## src/rtl/erase_cmd_pkg.sv

```systemverilog
package erase_cmd_pkg;

    typedef enum logic [2:0] {
        ST_IDLE,
        ST_OPCODE,
        ST_SECTOR,
        ST_CHIP,
        ST_DROP
    } dec_state_e;

    localparam logic [7:0] OP_SECTOR_ERASE = 8'h7C;

    // Expected byte at position k of the whole-array erase sequence.
    function automatic logic [7:0] chip_seq_byte(input logic [1:0] k);
        case (k)
            2'd0:    chip_seq_byte = 8'hC7;
            2'd1:    chip_seq_byte = 8'h94;
            2'd2:    chip_seq_byte = 8'h80;
            default: chip_seq_byte = 8'h9A;
        endcase
    endfunction

endpackage

```

## src/rtl/erase_cmd_sync.sv

```systemverilog
module erase_cmd_sync #(
    parameter int          N       = 3,
    parameter logic [N-1:0] RST_VAL = '0
) (
    input  logic         clk,
    input  logic         rst_n,
    input  logic [N-1:0] async_in,
    output logic [N-1:0] sync_out
);
    logic [N-1:0] meta_d, meta_q, stab_d, stab_q;

    always_comb begin
        meta_d = async_in;
        stab_d = meta_q;
    end

    for (genvar i = 0; i < N; i++) begin : g_bit
        always_ff @(posedge clk or negedge rst_n) begin
            if (!rst_n) begin
                meta_q[i] <= RST_VAL[i];
                stab_q[i] <= RST_VAL[i];
            end else begin
                meta_q[i] <= meta_d[i];
                stab_q[i] <= stab_d[i];
            end
        end
    end

    assign sync_out = stab_q;
endmodule

```

## src/rtl/erase_cmd_shifter.sv

```systemverilog
module erase_cmd_shifter #(
    parameter int BYTE_W = 8
) (
    input  logic              clk,
    input  logic              rst_n,
    input  logic              clear,
    input  logic              sample,
    input  logic              bit_in,
    output logic              byte_done,
    output logic [BYTE_W-1:0] byte_val
);
    localparam int BCNT_W = $clog2(BYTE_W);

    typedef struct packed {
        logic [BYTE_W-2:0] sh;
        logic [BCNT_W-1:0] cnt;
    } shf_t;

    shf_t s_d, s_q;

    always_comb begin
        s_d = s_q;
        if (clear) begin
            s_d.sh  = '0;
            s_d.cnt = '0;
        end else if (sample) begin
            s_d.sh  = {s_q.sh[BYTE_W-3:0], bit_in};
            s_d.cnt = s_q.cnt + 1'b1;
        end
    end

    always_ff @(posedge clk or negedge rst_n) begin
        if (!rst_n) s_q <= '0;
        else        s_q <= s_d;
    end

    assign byte_done = sample && (s_q.cnt == BCNT_W'(BYTE_W - 1));
    assign byte_val  = {s_q.sh, bit_in};
endmodule

```

## src/rtl/erase_cmd_sector_map.sv

```systemverilog
module erase_cmd_sector_map #(
    parameter int SECT_HI_W    = 5,
    parameter int SECT0_ZERO_W = 4,
    parameter int IDX_W        = 6
) (
    // Address window: one bit wider than the page bits PA12..PA3 so both layouts fit.
    input  logic [SECT_HI_W+SECT0_ZERO_W+1:0] win,
    input  logic                              mode_bin,
    output logic [IDX_W-1:0]                  idx,
    output logic                              bad
);
    localparam int FLD_W = SECT_HI_W + SECT0_ZERO_W + 1;

    logic [FLD_W-1:0]        fld;
    logic [SECT_HI_W-1:0]    hi;
    logic [SECT0_ZERO_W-1:0] guard;
    logic                    half;

    always_comb begin
        fld   = mode_bin ? win[FLD_W-1:0] : win[FLD_W:1];
        hi    = fld[FLD_W-1 -: SECT_HI_W];
        guard = fld[SECT0_ZERO_W:1];
        half  = fld[0];
        if (hi == '0) begin
            idx = IDX_W'(half);
            bad = (guard != '0);
        end else begin
            idx = IDX_W'(hi) + IDX_W'(1);
            bad = 1'b0;
        end
    end
endmodule

```

## src/rtl/erase_cmd_decoder.sv

```systemverilog
module erase_cmd_decoder
    import erase_cmd_pkg::*;
#(
    parameter int ADDR_BYTES   = 3,
    parameter int BYTE_W       = 8,
    parameter int SECT_HI_W    = 5,
    parameter int SECT0_ZERO_W = 4,
    parameter int IDX_W        = 6,
    parameter int CHIP_LEN     = 4
) (
    input  logic             clk,
    input  logic             rst_n,
    input  logic             spi_sck,
    input  logic             spi_cs_n,
    input  logic             spi_mosi,
    input  logic             busy,
    input  logic             page_mode_bin,
    output logic             erase_req,
    output logic             erase_chip,
    output logic [IDX_W-1:0] erase_sector,
    output logic             cmd_reject
);
    localparam int ADDR_W = ADDR_BYTES * BYTE_W;
    localparam int WIN_W  = SECT_HI_W + SECT0_ZERO_W + 2;
    localparam int WIN_LO = ADDR_W - WIN_W;
    localparam int CNT_W  = $clog2(ADDR_BYTES + CHIP_LEN + 1);
    localparam logic [CNT_W-1:0] SECT_FULL = CNT_W'(ADDR_BYTES + 1);
    localparam logic [CNT_W-1:0] CHIP_FULL = CNT_W'(CHIP_LEN);

    typedef struct packed {
        dec_state_e        st;
        logic [CNT_W-1:0]  nbytes;
        logic [ADDR_W-1:0] addr;
        logic              mode;
        logic              busy_seen;
        logic              sck_prev;
        logic              cs_prev;
        logic              req;
        logic              chip;
        logic [IDX_W-1:0]  sect;
        logic              rej;
    } dec_t;

    localparam dec_t DEC_RST = '{
        st: ST_IDLE, nbytes: '0, addr: '0, mode: 1'b0, busy_seen: 1'b0,
        sck_prev: 1'b0, cs_prev: 1'b1, req: 1'b0, chip: 1'b0, sect: '0, rej: 1'b0
    };

    dec_t q, d;

    logic [2:0]        lines;
    logic              sck_lvl, cs_lvl, mosi_lvl;
    logic              sck_rise, cs_fall, cs_rise, sample;
    logic              byte_done;
    logic [BYTE_W-1:0] byte_val;
    logic [IDX_W-1:0]  sec_idx;
    logic              sec_bad;

    erase_cmd_sync #(.N(3), .RST_VAL(3'b010)) u_sync (
        .clk      (clk),
        .rst_n    (rst_n),
        .async_in ({spi_mosi, spi_cs_n, spi_sck}),
        .sync_out (lines)
    );

    assign sck_lvl  = lines[0];
    assign cs_lvl   = lines[1];
    assign mosi_lvl = lines[2];
    assign sck_rise = sck_lvl && !q.sck_prev;
    assign cs_fall  = !cs_lvl && q.cs_prev;
    assign cs_rise  = cs_lvl && !q.cs_prev;
    assign sample   = sck_rise && !cs_lvl;

    erase_cmd_shifter #(.BYTE_W(BYTE_W)) u_shift (
        .clk       (clk),
        .rst_n     (rst_n),
        .clear     (cs_fall),
        .sample    (sample),
        .bit_in    (mosi_lvl),
        .byte_done (byte_done),
        .byte_val  (byte_val)
    );

    erase_cmd_sector_map #(
        .SECT_HI_W    (SECT_HI_W),
        .SECT0_ZERO_W (SECT0_ZERO_W),
        .IDX_W        (IDX_W)
    ) u_map (
        .win      (q.addr[ADDR_W-1:WIN_LO]),
        .mode_bin (q.mode),
        .idx      (sec_idx),
        .bad      (sec_bad)
    );

    always_comb begin
        d          = q;
        d.sck_prev = sck_lvl;
        d.cs_prev  = cs_lvl;
        d.req      = 1'b0;
        d.chip     = 1'b0;
        d.rej      = 1'b0;
        d.sect     = '0;

        if (cs_fall) begin
            d.st        = ST_OPCODE;
            d.nbytes    = '0;
            d.addr      = '0;
            d.mode      = page_mode_bin;
            d.busy_seen = busy;
        end else if (q.st != ST_IDLE) begin
            if (busy) d.busy_seen = 1'b1;
            if (cs_rise) begin
                d.st = ST_IDLE;
                if (!q.busy_seen && !busy) begin
                    if (q.st == ST_SECTOR && q.nbytes == SECT_FULL) begin
                        if (sec_bad) begin
                            d.rej = 1'b1;
                        end else begin
                            d.req  = 1'b1;
                            d.sect = sec_idx;
                        end
                    end else if (q.st == ST_CHIP && q.nbytes >= CHIP_FULL) begin
                        d.req  = 1'b1;
                        d.chip = 1'b1;
                    end
                end
            end else if (sample) begin
                case (q.st)
                    ST_OPCODE: begin
                        if (byte_done) begin
                            d.nbytes = CNT_W'(1);
                            if (byte_val == OP_SECTOR_ERASE)    d.st = ST_SECTOR;
                            else if (byte_val == chip_seq_byte(2'd0)) d.st = ST_CHIP;
                            else                                d.st = ST_DROP;
                        end
                    end
                    ST_SECTOR: begin
                        if (q.nbytes == SECT_FULL) begin
                            d.st = ST_DROP;
                        end else if (byte_done) begin
                            d.addr   = {q.addr[ADDR_W-BYTE_W-1:0], byte_val};
                            d.nbytes = q.nbytes + 1'b1;
                        end
                    end
                    ST_CHIP: begin
                        if (byte_done && q.nbytes < CHIP_FULL) begin
                            if (byte_val != chip_seq_byte(q.nbytes[1:0])) d.st = ST_DROP;
                            else d.nbytes = q.nbytes + 1'b1;
                        end
                    end
                    default: ;
                endcase
            end
        end
    end

    always_ff @(posedge clk or negedge rst_n) begin
        if (!rst_n) q <= DEC_RST;
        else        q <= d;
    end

    assign erase_req    = q.req;
    assign erase_chip   = q.chip;
    assign erase_sector = q.sect;
    assign cmd_reject   = q.rej;
endmodule

```

## config.mk

```make
export PLATFORM = sky130hd
export DESIGN_NAME = erase_cmd_decoder
export DESIGN_NICKNAME = d
export VERILOG_FILES = /design/src/rtl/erase_cmd_pkg.sv /design/src/rtl/erase_cmd_sync.sv /design/src/rtl/erase_cmd_shifter.sv /design/src/rtl/erase_cmd_sector_map.sv /design/src/rtl/erase_cmd_decoder.sv
export SDC_FILE = /design/constraint.sdc
export NUM_CORES = 1
export LEC_CHECK = 0
export ABC_CLOCK_PERIOD_IN_PS = 3500
export CAP_MARGIN = 20
export CORE_ASPECT_RATIO = 2
export CORE_MARGIN = 2
export CORE_UTILIZATION = 58
export DETAILED_ROUTE_END_ITERATION = 16
export PLACE_DENSITY = 0.77
export SLEW_MARGIN = 40
export SYNTH_ARGS = -nofsm -noshare
export SYNTH_HDL_FRONTEND = slang
export SYNTH_HIERARCHICAL = 1
export SYNTH_SLANG_ARGS = --single-unit
```

## constraint.sdc

```tcl
create_clock -name clk -period 3.5 [get_ports clk]
set_clock_uncertainty 0.2 [all_clocks]
set_input_delay 0.875 -clock clk [delete_from_list [all_inputs] [get_ports clk]]
set_output_delay 0.875 -clock clk [all_outputs]
set_load 0.02 [all_outputs]
```

### Word-level counts from Yosys, hierarchy flattened

Index checks and enable logic that the tools add are counted.

| operators by class | value |
|---|---|
| equality and inequality tests | 21 |
| $lt $le $gt $ge | 2 |
| reductions and logical operators | 30 |
| add/sub/neg operators | 3 |
| multiplexer cells | 42 |

Operators by type and width:

| kind | number |
|---|---|
| 30-bit 2-to-1 mux | 3 |
| 27-bit 2-to-1 mux | 3 |
| 8-bit 2-to-1 mux | 6 |
| 9-bit 2-to-1 mux | 4 |
| 10-bit 2-to-1 mux | 3 |
| 24-bit 2-to-1 mux | 1 |
| 6-bit 2-to-1 mux | 4 |
| 7-bit one-hot mux with 3 select lines | 1 |
| 3-bit 2-to-1 mux | 6 |
| 6-bit one-hot mux with 3 select lines | 1 |
| 3-bit != test, second input constant | 4 |
| 4-bit by 3-bit != test with 1-bit output, second input constant | 3 |
| 2-bit nonzero test | 5 |
| 1-bit logical AND | 9 |
| 9-bit AND reduction | 1 |
| 8-bit by 7-bit equality test with 1-bit output, second input constant | 1 |
| 8-bit equality test, second input constant | 1 |
| 1-bit 2-to-1 mux | 8 |
| 8-bit != test | 1 |
| 4-bit nonzero test | 2 |
| 7-bit 2-to-1 mux | 1 |
| 7-bit AND reduction | 1 |
| 3-bit by 1-bit adder with 3-bit output, second input constant | 2 |
| 5-bit by 1-bit adder with 6-bit output, second input constant | 1 |
| 18 further kinds | 26 |

| word-level totals | value |
|---|---|
| bits in registers | 59 |
| output and inout bits | 9 |
| logic and storage cells | 117 |
| bits of input ports | 7 |

### Logic depth before layout (Yosys ltp)

| depth | value |
|---|---|
| word-level depth | 19 |
| mapped depth | 9 |

### Modules after synthesis

The synthesis kept the hierarchy.

Modules (own cells, without submodules):

| module | instances | area each (sq um) | cells each |
|---|---|---|---|
| erase_cmd_decoder | 1 | 2,233.4 | 195 |
| erase_cmd_shifter | 1 | 495.5 | 43 |
| erase_cmd_sector_map | 1 | 257.7 | 35 |
| erase_cmd_sync | 1 | 152.6 | 6 |

### Worst setup path after synthesis

No wires, ideal clock.

| path | value |
|---|---|
| kind | register to register |
| start | register u_sync.stab_q[1] (netlist: u_sync/sync_out[1]) |
| end | register q[13] (netlist bit) |
| arrival | 2.248 ns |
| stages on the path, launching flop included | 9 |
| required time | 3.172 ns |
| buffers on the path | 2 |
| setup slack | 0.924 ns |
| library setup time | 0.128 ns |
| cells stage by stage | dfstp_2 > nor3b_1 > buf_6 > and2_2 > and3_1 > nand3_1 > a21oi_2 > buf_2 > mux2_1 |

| between the ends | value |
|---|---|
| longest elaborated chain between the ends | 5 |

RTL lines:

| item | RTL line | source |
|---|---|---|
| start: declaration | erase_cmd_sync.sv:10 | `logic [N-1:0] meta_d, meta_q, stab_d, stab_q;` |
| start signal: indexed assignment | erase_cmd_sync.sv:21 | `stab_q[i] <= RST_VAL[i];` |
| start signal: indexed assignment | erase_cmd_sync.sv:24 | `stab_q[i] <= stab_d[i];` |
| 1-bit zero test | erase_cmd_decoder.sv:72 | `assign sample = sck_rise && !cs_lvl;` |
| 1-bit logical AND | erase_cmd_decoder.sv:72 |  |
| via sample | erase_cmd_decoder.sv:53 | `logic sck_rise, cs_fall, cs_rise, sample;` |
| 1-bit logical AND | erase_cmd_shifter.sv:37 | `assign byte_done = sample && (s_q.cnt == BCNT_W'(BYTE_W - 1));` |
| via byte_done | erase_cmd_decoder.sv:54 | `logic byte_done;` |
| 2-bit nonzero test (no line) | n/a |  |
| 6-bit AND reduction (no line) | n/a |  |
| end signal: assignment | erase_cmd_decoder.sv:158 | `if (!rst_n) q <= DEC_RST;` |
| end signal: assignment | erase_cmd_decoder.sv:159 | `else q <= d;` |
| end: declaration | erase_cmd_decoder.sv:49 | `dec_t q, d;` |

The timed path passes the listed nets, and every way through them passes these cells.
A chain may end at the register's enable or synchronous reset.

### Worst setup path after layout

| path | value |
|---|---|
| start | register u_sync.stab_q[1] (netlist: u_sync/sync_out[1]) |
| end | register q[30] (netlist bit) |

Same word-level chain as after synthesis.

==> insert_results.sql <==
INSERT INTO impl_metrics (metric_group, metric, value, unit) VALUES
('status', 'outcome', 'completed', ''),
('logic_synthesis', 'synth_top_flop_cell', 'sky130_fd_sc_hd__dfrtp_1', ''),
('power_and_ir_drop', 'powerDensity', '445', 'nW/um2'),
('placement', 'gp_routability_congestion', '0.872', ''),
('hold_path', 'worstHoldPathType', 'flop to flop', ''),
('route', 'route.detailed.drc', '0', ''),
('hold_path', 'min_delay_worst_endpoint', 'u_sync/sync_out[0]', ''),
('setup_path', 'worstPathBufferInverterCount', '2', ''),
('final_layout', 'antenna-diode-count', '0', ''),
('logic_synthesis', 'synthesis.nets', '297', ''),
('hold_path', 'launch_point_of_the_worst_hold_path', 'u_sync/meta_q[0]', ''),
('global_route', 'grt_pass1_wl', '9430', 'um'),
('cts', 'post-cts-setup-buffer-count', '0', ''),
('logic_synthesis', 'seq_area_frac_synth', '0.472', ''),
('logic_synthesis', 'syn-instance-count', '279', ''),
('logic_synthesis', 'synth.cell_area', '3140', 'um2'),
('cts', 'ctsResizeCount', '0', ''),
('setup_path', 'worstPathMaxFanout', '24', ''),
('sta', 'timing_worst_slew_pin_value', '638', 'ps'),
('setup_path', 'arrival_time_at_the_worst_endpoint', '2500', 'ps'),
('power_and_ir_drop', 'vdd_drop_max', '385', 'uV'),
('route', 'wire_per_inst', '15.9', 'um'),
('final_layout', 'most-common-layout-cells', '56 x sky130_fd_sc_hd__dfrtp_1, 26 x sky130_fd_sc_hd__mux2_1, 22 x sky130_fd_sc_hd__nor2b_1, 21 x sky130_fd_sc_hd__nor2_1, 18 x sky130_fd_sc_hd__mux2i_1', ''),
('setup_path', 'timing.critical_path.cells', 'nor3b_2 > buf_4 > and2_2 > and3_1 > nand3_1 > a21oi_2 > buf_4 > mux2_1', ''),
('cts', 'clk_transition_reported_paths', '60', 'ps'),
('setup_path', 'rr_endpoint', 'q[30]', ''),
('placement', 'io_buffers', '15', ''),
('hold_path', 'worstHoldPathCells', '0', ''),
('route', 'vias_per_cell', '5.73', ''),
('sta', 'max_freq', '404', 'MHz'),
('sta', 'final_min_period_over_clock_period', '0.707', ''),
('global_route', 'number_of_global_route_vias_before_repair', '2021', ''),
('final_layout', 'final_core_utilization', '0.652', ''),
('route', 'detail_route.iter0.violations', '68', ''),
('setup_path', 'critical_path.slowest_cell', 'sky130_fd_sc_hd__dfstp_2', ''),
('logic_synthesis', 'synth-edff-count', '0', ''),
('logic_synthesis', 'synth-warning-count', '6', ''),
('placement', 'post-dp-hpwl', '3840', 'um'),
('sta', 'finalMaxSlewViolations', '0', ''),
('global_route', 'grt-ovfl-total', '0', ''),
('setup_path', 'critPathKind', 'flop to flop', ''),
('cts', 'tritoncts.num_buffers', '9', ''),
('sta', 'hold_viol', '0', ''),
('setup_path', 'path_depth', '8', ''),
('setup_path', 'endpoint_kind', 'flop', ''),
('floorplan', 'floorplan.io_pins', '16', ''),
('floorplan', 'initial_core_util', '0.605', ''),
('route', 'final_routed_wirelength_across_all_metal_layers', '5520', 'um'),
('final_layout', 'final_cells', '347', ''),
('cts', 'root_buffer_cell', 'sky130_fd_sc_hd__clkbuf_8', ''),
('setup_path', 'crit_top_cell', 'sky130_fd_sc_hd__buf_4', ''),
('floorplan', 'core_area', '5180', 'um2'),
('sta', 'timing.final.setup_violations', '0', ''),
('setup_path', 'timing.critical_path.max_delay_family', 'simple AND/OR/NAND/NOR gates', ''),
('sta', 'worst_slew_margin_rel', '0.574', ''),
('sta', 'fin_crit', '2480', 'ps'),
('final_layout', 'post_route_cells_drive_above_1_share', '0.121', ''),
('logic_synthesis', 'synthesis.area_per_instance', '11.3', 'um2'),
('placement', 'numPlacedInstances', '332', ''),
('cts', 'clock_tree_from_tritoncts', 'done', ''),
('job', 'cap_viol_max_count', '0', ''),
('setup_path', 'worst-endpoint-required', '3520', 'ps'),
('power_and_ir_drop', 'power.combinational.fraction', '0.143', ''),
('power_and_ir_drop', 'sequentialPowerShare', '0.511', ''),
('power_and_ir_drop', 'leakagePower', '1.61', 'nW'),
('setup_path', 'critical_path.max_stage_delay', '400', 'ps'),
('final_layout', 'finalNetCount', '303', ''),
('global_route', 'global_route.usage.total', '0.209', ''),
('setup_path', 'regToRegStartpoint', 'u_sync/sync_out[1]', ''),
('cts', 'hold_buffers', '0', ''),
('floorplan', 'die_area', '6050', 'um2');
-- sequential cells by signal (all words and copies together) (netlist names) --
| register | flops |
|---|---|
| u_shift/byte_val | 7 |
| u_sync/sync_out | 3 |
| erase_req | 1 |
| u_sync/meta_q | 3 |
| erase_chip | 1 |
| q | 34 |
| u_shift/s_q | 3 |
| erase_sector | 6 |
| cmd_reject | 1 |
-- synthesized netlist by cell type (all sizes together), types with 4 or more instances --
library cell | instances | area, um2
nor3 | 4 | 20.0
and2 | 10 | 63.8
xor2 | 5 | 43.8
nand3 | 9 | 45.0
and3 | 4 | 25.0
mux2 | 28 | 319
buf | 20 | 154
nor2 | 21 | 78.8
ha | 11 | 138
dfrtp | 56 | 1400
nor2b | 22 | 138
nand2 | 9 | 33.8
inv | 13 | 48.8
mux2i | 18 | 180
a21oi | 5 | 32.5
clkbuf | 4 | 17.5
-- metal layers --
metal	part of all wire	vias to the layer above	GRT usage
li1	-	961	-
met1	0.38	978	0.214
met2	0.56	38	0.371
met3	0.039	11	0.0646
met4	0.028	0	0.117
met5	0	-	0
-- cell families (layout without fill, tap and decap cells) --
| kind of cell | after synthesis | in the layout | share of synthesized area |
|---|---|---|---|
| AND/OR/NAND/NOR | 96 | 96 | 0.175 |
| multiplexers | 46 | 46 | 0.159 |
| XOR/XNOR | 7 | 7 | 0.0195 |
| adder cells (fa/ha/maj) | 11 | 11 | 0.0438 |
| flip-flops | 59 | 59 | 0.472 |
| buffers and inverters | 38 | 48 | 0.0717 |
| AO/OA/AOI/OAI | 22 | 22 | 0.0598 |
-- through the flow --
step | area [um2] | hold slack, ps | worst slack (ps)
6_report | 3380 | 148 | 1020
4_1_cts | 3380 | 153 | 1000
5_1_grt | 3380 | 155 | 869
3_5_place_dp | 3220 | 139 | 965
3_3_place_gp | 3220 | 133 | 989
2_1_floorplan | 3140 | 131 | 924
-- power by group through the flow --
stage	logic [mW]	registers [mW]	clock network, mW
finish	0.215	0.769	0.521
global placement	0.210	0.778	0
detailed placement	0.216	0.781	0
floorplan	0.175	0.762	0
global route	0.238	0.775	0.572
CTS	0.217	0.769	0.535
-- worst register-to-register path: cells and delay by family, from the launching register on --
family,cells,cell delay [ps]
muxes,1,380
buffers and inverters,2,560
AOI/OAI and AO/OA,1,150
and+or+nand+nor,4,680
DFF,1,400
-- cell type report --
type,instances,area [um2]
Clock inverter,3,15.0
Clock buffer,12,145
Sequential cell,59,1480
Inverter,14,53.8
Timing Repair Buffer,19,175
Tap cell,58,72.6
Fill cell,442,1800
Multi-Input combinational cell,182,1440
-- worst max path at each step --
stage	start	end	slack, ps
finish	u_sync/sync_out[1]	q[30]	1020
global route	u_sync/sync_out[1]	q[30]	870
CTS	u_sync/sync_out[1]	q[30]	1000
detailed placement	busy	erase_sector[3]	970
global placement	busy	erase_sector[1]	990
floorplan	u_sync/sync_out[1]	q[13]	920
No activity file was read; power rests on OpenSTA's default activity.
